File: config.mk
export PLATFORM = sky130hd
export DESIGN_NAME = dout_pin_mux
export DESIGN_NICKNAME = d
export VERILOG_FILES = /design/src/rtl/dpm_pkg.sv /design/src/rtl/dpm_sync.sv /design/src/rtl/dpm_edge.sv /design/src/rtl/dpm_cnt_flag.sv /design/src/rtl/dpm_ser_latch.sv /design/src/rtl/dpm_out_sel.sv /design/src/rtl/dout_pin_mux.sv
export SDC_FILE = /design/constraint.sdc
export NUM_CORES = 1
export LEC_CHECK = 0
export BUFFER_PORTS_ARGS = -buffer_cell sky130_fd_sc_hd__buf_2
export CORE_AREA = 2 2 54 61
export DETAILED_ROUTE_END_ITERATION = 7
export DIE_AREA = 0 0 56 63
export PLACE_DENSITY = 0.63
export SKIP_CTS_REPAIR_TIMING = 1
export SYNTH_ARGS = -nofsm -noshare
export SYNTH_HDL_FRONTEND = slang
export SYNTH_HIERARCHICAL = 1
export SYNTH_SLANG_ARGS = --single-unit
File: constraint.sdc
create_clock -name clk -period 1.2 [get_ports clk]
set_input_delay 0 -clock clk [delete_from_list [all_inputs] [get_ports clk]]
set_output_delay 0 -clock clk [all_outputs]
set_load 0.005 [all_outputs]
File: src/rtl/dpm_pkg.sv
// Package: shared function codes and synchronizer bus layout for the
// data-out pin selector. Assumes a 3-bit function field.
package dpm_pkg;

    typedef enum logic [2:0] {
        FN_OFF_A  = 3'b000,
        FN_UNLOCK = 3'b001,
        FN_CDONE  = 3'b010,
        FN_OFF_B  = 3'b011,
        FN_OFF_C  = 3'b100,
        FN_PORT1  = 3'b101,
        FN_PORT2  = 3'b110,
        FN_OFF_D  = 3'b111
    } fn_code_t;

    localparam int FN_W    = 3;
    // bit positions inside the synchronizer bus
    localparam int B_CE    = 0;
    localparam int B_SCLK  = 1;
    localparam int B_XOUT  = 2;
    localparam int B_SBIT  = 3;
    localparam int B_UNL   = 4;
    localparam int B_CEN   = 5;
    localparam int B_CDN   = 6;
    localparam int B_P1L   = 7;
    localparam int B_P2L   = 8;
    localparam int B_P1D   = 9;
    localparam int B_P2D   = 10;
    localparam int B_FN    = 11;
    localparam int SYNC_W  = B_FN + FN_W;

    // edge-detect vector layout
    localparam int E_CE    = 0;
    localparam int E_CEN   = 1;
    localparam int E_CDN   = 2;
    localparam int EDGE_W  = 3;

endpackage

File: src/rtl/dpm_sync.sv
// Module: multi-bit synchronizer chain. Each bit is independent; no
// coherency between bits is assumed. Resets every stage to zero.
module dpm_sync #(
    parameter int W      = 8,
    parameter int STAGES = 2
) (
    input  logic         clk,
    input  logic         rst_n,
    input  logic [W-1:0] d,
    output logic [W-1:0] q
);
    logic [W-1:0] stg [STAGES];

    genvar g;
    generate
        for (g = 0; g < STAGES; g++) begin : g_stage
            // one flop rank of the chain
            always_ff @(posedge clk) begin
                if (!rst_n) stg[g] <= '0;
                else if (g == 0) stg[g] <= d;
                else stg[g] <= stg[(g == 0) ? 0 : g-1];
            end
        end
    endgenerate

    assign q = stg[STAGES-1];
endmodule

File: src/rtl/dpm_edge.sv
// Module: rising-edge detector on already synchronized levels.
// Assumes inputs are stable relative to clk. Output pulses one cycle.
module dpm_edge #(
    parameter int W = 3
) (
    input  logic         clk,
    input  logic         rst_n,
    input  logic [W-1:0] lvl,
    output logic [W-1:0] rise
);
    logic [W-1:0] prev;

    // remember last level
    always_ff @(posedge clk) begin
        if (!rst_n) prev <= '0;
        else prev <= lvl;
    end

    assign rise = lvl & ~prev;
endmodule

File: src/rtl/dpm_cnt_flag.sv
// Module: sticky count-complete flag. Set by end-of-count edge, cleared
// by count start or transfer open; clear has priority over set.
module dpm_cnt_flag (
    input  logic clk,
    input  logic rst_n,
    input  logic start_rise,
    input  logic done_rise,
    input  logic ce_rise,
    output logic flag
);
    // flag update with clear priority
    always_ff @(posedge clk) begin
        if (!rst_n) flag <= 1'b0;
        else if (start_rise || ce_rise) flag <= 1'b0;
        else if (done_rise) flag <= 1'b1;
    end
endmodule

File: src/rtl/dpm_ser_latch.sv
// Module: holds the readout bit for the pin. Loads on transfer open and on
// every falling serial clock edge. Assumes synchronized inputs.
module dpm_ser_latch (
    input  logic clk,
    input  logic rst_n,
    input  logic sclk_s,
    input  logic sbit_s,
    input  logic ce_rise,
    output logic held
);
    logic sclk_prev;
    logic sclk_fall;

    // track previous serial clock level
    always_ff @(posedge clk) begin
        if (!rst_n) sclk_prev <= 1'b0;
        else sclk_prev <= sclk_s;
    end

    assign sclk_fall = sclk_prev & ~sclk_s;

    // capture serial bit at transfer open or clock fall
    always_ff @(posedge clk) begin
        if (!rst_n) held <= 1'b1;
        else if (ce_rise || sclk_fall) held <= sbit_s;
    end
endmodule

File: src/rtl/dpm_out_sel.sv
// Module: selects the pin function and registers the pull-low enable.
// Transfer overrides take precedence over the function code.
module dpm_out_sel
    import dpm_pkg::*;
(
    input  logic            clk,
    input  logic            rst_n,
    input  logic [FN_W-1:0] fn_s,
    input  logic            ce_s,
    input  logic            xout_s,
    input  logic            held_bit,
    input  logic            unl_s,
    input  logic            flag,
    input  logic            p1l_s,
    input  logic            p2l_s,
    input  logic            p1d_s,
    input  logic            p2d_s,
    output logic            pull_low
);
    fn_code_t fn;
    logic     pull_nxt;

    assign fn = fn_code_t'(fn_s);

    // function decode with transfer override
    always_comb begin
        pull_nxt = 1'b0;
        if (ce_s) begin
            pull_nxt = xout_s ? ~held_bit : 1'b0;
        end else begin
            unique case (fn)
                FN_UNLOCK: pull_nxt = unl_s;
                FN_CDONE:  pull_nxt = flag;
                FN_PORT1:  pull_nxt = ~p1d_s & ~p1l_s;
                FN_PORT2:  pull_nxt = ~p2d_s & ~p2l_s;
                default:   pull_nxt = 1'b0;
            endcase
        end
    end

    // output register
    always_ff @(posedge clk) begin
        if (!rst_n) pull_low <= 1'b0;
        else pull_low <= pull_nxt;
    end
endmodule

File: src/rtl/dout_pin_mux.sv
// Module: top of the open-drain data-out pin selector. Synchronizes all
// inputs, detects events, keeps the count-complete flag and readout bit,
// and drives a registered pull-low enable. Inputs assumed asynchronous.
module dout_pin_mux
    import dpm_pkg::*;
#(
    parameter int SYNC_STAGES = 2
) (
    input  logic            clk,
    input  logic            rst_n,
    input  logic [FN_W-1:0] fn_code,
    input  logic            ce,
    input  logic            sclk,
    input  logic            xfer_out,
    input  logic            ser_bit,
    input  logic            unlocked,
    input  logic            count_en,
    input  logic            count_done,
    input  logic            port1_level,
    input  logic            port2_level,
    input  logic            port1_is_out,
    input  logic            port2_is_out,
    output logic            pull_low
);
    logic [SYNC_W-1:0] raw_bus;
    logic [SYNC_W-1:0] sync_bus;
    logic [EDGE_W-1:0] edge_lvl;
    logic [EDGE_W-1:0] edge_rise;

    logic            ce_s, xout_s, unl_s;
    logic [FN_W-1:0] fn_s;
    logic            p1d_s;
    logic            start_rise, ce_rise, done_rise;
    logic            cnt_flag, held_bit;

    always_comb begin
        raw_bus                    = '0;
        raw_bus[B_CE]              = ce;
        raw_bus[B_SCLK]            = sclk;
        raw_bus[B_XOUT]            = xfer_out;
        raw_bus[B_SBIT]            = ser_bit;
        raw_bus[B_UNL]             = unlocked;
        raw_bus[B_CEN]             = count_en;
        raw_bus[B_CDN]             = count_done;
        raw_bus[B_P1L]             = port1_level;
        raw_bus[B_P2L]             = port2_level;
        raw_bus[B_P1D]             = port1_is_out;
        raw_bus[B_P2D]             = port2_is_out;
        raw_bus[B_FN +: FN_W]      = fn_code;
    end

    dpm_sync #(.W(SYNC_W), .STAGES(SYNC_STAGES)) u_sync (
        .clk   (clk),
        .rst_n (rst_n),
        .d     (raw_bus),
        .q     (sync_bus)
    );

    assign ce_s   = sync_bus[B_CE];
    assign xout_s = sync_bus[B_XOUT];
    assign unl_s  = sync_bus[B_UNL];
    assign fn_s   = sync_bus[B_FN +: FN_W];
    assign p1d_s  = sync_bus[B_P1D];

    always_comb begin
        edge_lvl        = '0;
        edge_lvl[E_CE]  = sync_bus[B_CE];
        edge_lvl[E_CEN] = sync_bus[B_CEN];
        edge_lvl[E_CDN] = sync_bus[B_CDN];
    end

    dpm_edge #(.W(EDGE_W)) u_edge (
        .clk   (clk),
        .rst_n (rst_n),
        .lvl   (edge_lvl),
        .rise  (edge_rise)
    );

    assign ce_rise    = edge_rise[E_CE];
    assign start_rise = edge_rise[E_CEN];
    assign done_rise  = edge_rise[E_CDN];

    dpm_cnt_flag u_flag (
        .clk        (clk),
        .rst_n      (rst_n),
        .start_rise (start_rise),
        .done_rise  (done_rise),
        .ce_rise    (ce_rise),
        .flag       (cnt_flag)
    );

    dpm_ser_latch u_ser (
        .clk     (clk),
        .rst_n   (rst_n),
        .sclk_s  (sync_bus[B_SCLK]),
        .sbit_s  (sync_bus[B_SBIT]),
        .ce_rise (ce_rise),
        .held    (held_bit)
    );

    dpm_out_sel u_out (
        .clk      (clk),
        .rst_n    (rst_n),
        .fn_s     (fn_s),
        .ce_s     (ce_s),
        .xout_s   (xout_s),
        .held_bit (held_bit),
        .unl_s    (unl_s),
        .flag     (cnt_flag),
        .p1l_s    (sync_bus[B_P1L]),
        .p2l_s    (sync_bus[B_P2L]),
        .p1d_s    (p1d_s),
        .p2d_s    (sync_bus[B_P2D]),
        .pull_low (pull_low)
    );
endmodule

==> results.py <==
metrics = {
    "global_routing": {
        "antenna_found_initial": 0,
        "grt_pass1_vias": 616,
        "grt_pass1_wl_mm": 2.55,
        "grt_max_degree": 37,
        "track_usage_pct": 9.89,
        "overflow": 0,
    },
    "cells_and_area": {
        "n_antenna_cell": 0,
        "drive_gt1_share_pct": 46.9,
        "area_growth_pct": 29.0,
        "num-nets-final": 145,
    },
    "place": {
        "port_buffers": 16,
        "gp_congestion": 0.686,
        "detailed_place_hpwl_um": 936,
    },
    "route": {
        "firstDrtPassIters": 2,
        "initialDrtViolationCount": 9,
        "route.detailed.drc": 0,
        "ant_nets": 0,
        "dr_total_vias": 695,
        "totalWireLength_mm": 1.63,
        "wl_per_cell_um": 10.0,
        "viasPerCell": 4.29,
    },
    "die": {
        "dieArea_sq_um": 3530,
        "coreArea_sq_um": 2940,
        "rows": 21,
        "ios": 17,
        "start_util_pct": 38.4,
        "die_w_um": 56,
        "die_h_um": 63,
    },
    "clock_network": {
        "numCtsBuffers": 5,
        "cts_max_level": 2,
        "clock-root-buffer": "clkbuf_4",
        "cts.path.max_buffers": 2,
        "cts_sinks": 35,
        "path_clk_slew_ns": 0.11,
        "clock_latency_ns": 0.34,
        "cts_tree": "built",
    },
    "setup_path": {
        "setup.reg_to_reg.worst_slack_ns": 0.06,
        "r2r_start": "u_sync/stg[1][11]",
        "arrival_ns": 1.37,
        "worst-r2r-cell-count": 5,
        "cp-start-kind": "flip-flop",
        "r2r-end": "u_out/pull_low",
        "critPathCaptureType": "flip-flop",
        "crit_required_ns": 1.43,
        "setup.worst_path.class": "reg -> reg",
        "crit_fanout": 2,
    },
    "timing": {
        "slew_violations": 0,
        "finalCritPeriodShare_pct": 95.0,
        "hold_viol": 0,
        "fin_hold_ws_ns": 0.0762,
        "max_freq_mhz": 877,
        "skew_ns": 0.00771,
        "slew_headroom_pct": 70.6,
        "min_period_ns": 1.14,
        "finalSetupViolCount": 0,
        "rsz0062_at_grt": "no",
        "worstMarginPinSlew_ns": 0.440,
        "tns_ns": 0,
    },
    "power": {
        "irDropWorstVdd_uv": 1120,
        "p_leak_nw": 0.617,
        "power.density_nw_per_um2": 1370,
    },
    "hold_path": {
        "hold_depth": 2,
        "min_path_type": "in -> reg",
        "min_to": "u_ser/held",
        "min_from": "rst_n",
    },
    "synth": {
        "synth.distinct_cells": 18,
        "ys_warn_count": 6,
        "syn_area_per_cell_sq_um": 12.4,
        "synth_nets": 109,
        "mappedNetlistArea_sq_um": 1130,
        "syn_inst": 91,
        "synth-seq-cells": 35,
        "ys_seq_area_share_pct": 61.9,
    },
    "status": {
        "status": "finished, final reports clean",
    },
    "run": {
        "maxCapViolations": 0,
    },
}
==> state kept, by name, summed over array words and instances, names as in the netlist <==
signal,cells
u_sync/stg,28
u_edge/prev,3
u_flag/flag,1
u_out/pull_low,1
u_ser/held,1
u_ser/sclk_prev,1
==> kinds of logic after synthesis <==
group,Yosys count,share of synthesized area (%)
simple gates,43,29.0
fa+ha+maj,2,2.21
flops,35,61.9
buf+inv,6,3.32
compound gates,5,3.54
==> synthesized netlist by cell type <==
| library cell | count | area, sq um |
|---|---|---|
| nand3_2 | 1 | 10.0 |
| and2_2 | 22 | 165 |
| and2_1 | 10 | 62.6 |
| nor2_1 | 3 | 11.3 |
| a221o_1 | 1 | 10.0 |
| nand4b_1 | 1 | 8.76 |
| dfxtp_1 | 35 | 701 |
| a211oi_1 | 1 | 7.51 |
| o21ai_0 | 1 | 5.00 |
| nor2b_1 | 1 | 6.26 |
| nor3b_1 | 1 | 7.51 |
| nor2b_4 | 3 | 41.3 |
| nor4b_2 | 1 | 15.0 |
| o311ai_1 | 1 | 8.76 |
| ha_1 | 2 | 25.0 |
| o21ai_2 | 1 | 8.76 |
| inv_1 | 4 | 15.0 |
| buf_6 | 2 | 22.5 |
==> routing by layer <==
layer	vias up	GRT usage [%]	part of all wire [%]
met5	-	0	0
met4	0	8.93	2.6
met3	5	5.18	5.1
met2	17	15.0	50
met1	315	9.56	42
li1	358	-	-
==> layout make-up <==
type | instances | area (sq um)
clock buffers | 5 | 37.5
clock inverters | 3 | 20.0
fillers | 274 | 1480
inverters | 4 | 15.0
multi-input cells | 50 | 413
flip-flops and latches | 35 | 703
well taps | 34 | 42.5
repair buffers | 31 | 228
==> cells in the final DEF (no fill, tap or decap), types with 2 or more instances in the layout <==
| master | Yosys | routed |
|---|---|---|
| and2_1 | 10 | 10 |
| dlygate4sd3_1 | 0 | 14 |
| clkbuf_4 | 0 | 5 |
| dfxtp_1 | 35 | 33 |
| and2_2 | 22 | 22 |
| nor2b_4 | 3 | 3 |
| buf_2 | 0 | 16 |
| nor2_1 | 3 | 3 |
| clkinvlp_4 | 0 | 2 |
| inv_1 | 4 | 2 |
| dfxtp_2 | 0 | 2 |
| inv_2 | 0 | 2 |
==> worst max path at each step <==
stage,slack [ns],to,from
floorplan,0.1,u_out/pull_low,u_sync/stg[1][11]
global placement,0.09,u_out/pull_low,u_sync/stg[1][11]
detailed placement,0.04,u_out/pull_low,u_sync/stg[1][11]
CTS,0.03,u_out/pull_low,u_sync/stg[1][11]
global route,0.002,u_out/pull_low,u_sync/stg[1][11]
finish,0.06,u_out/pull_low,u_sync/stg[1][11]
==> where the power goes <==
group,total (mW),internal (mW),switching [mW]
clock network,0.621,0.224,0.398
logic,0.143,0.0968,0.0462
registers,1.23,1.21,0.0178
==> stage by stage <==
stage               utilization, %  power, mW  cells  cell area (sq um)  setup slack, ns
floorplan                        -       1.32     91               1130           0.0991
global placement              41.8       1.35    139               1230           0.0902
detailed placement            41.8       1.36    139               1230           0.0387
CTS                           43.8       1.98    147               1290           0.0275
global route                  49.6       2.10    162               1460          0.00181
finish                        49.6       2.00    162               1460           0.0600
==> critical path, stage by stage (launching register included) <==
cell and delay (ns):
dfxtp_2 0.36, inv_2 0.05, ha_4 0.15, a221o_1 0.35
nand3_2 0.09, o21ai_2 0.06
Note: power is estimated with default switching activity, not from simulation.
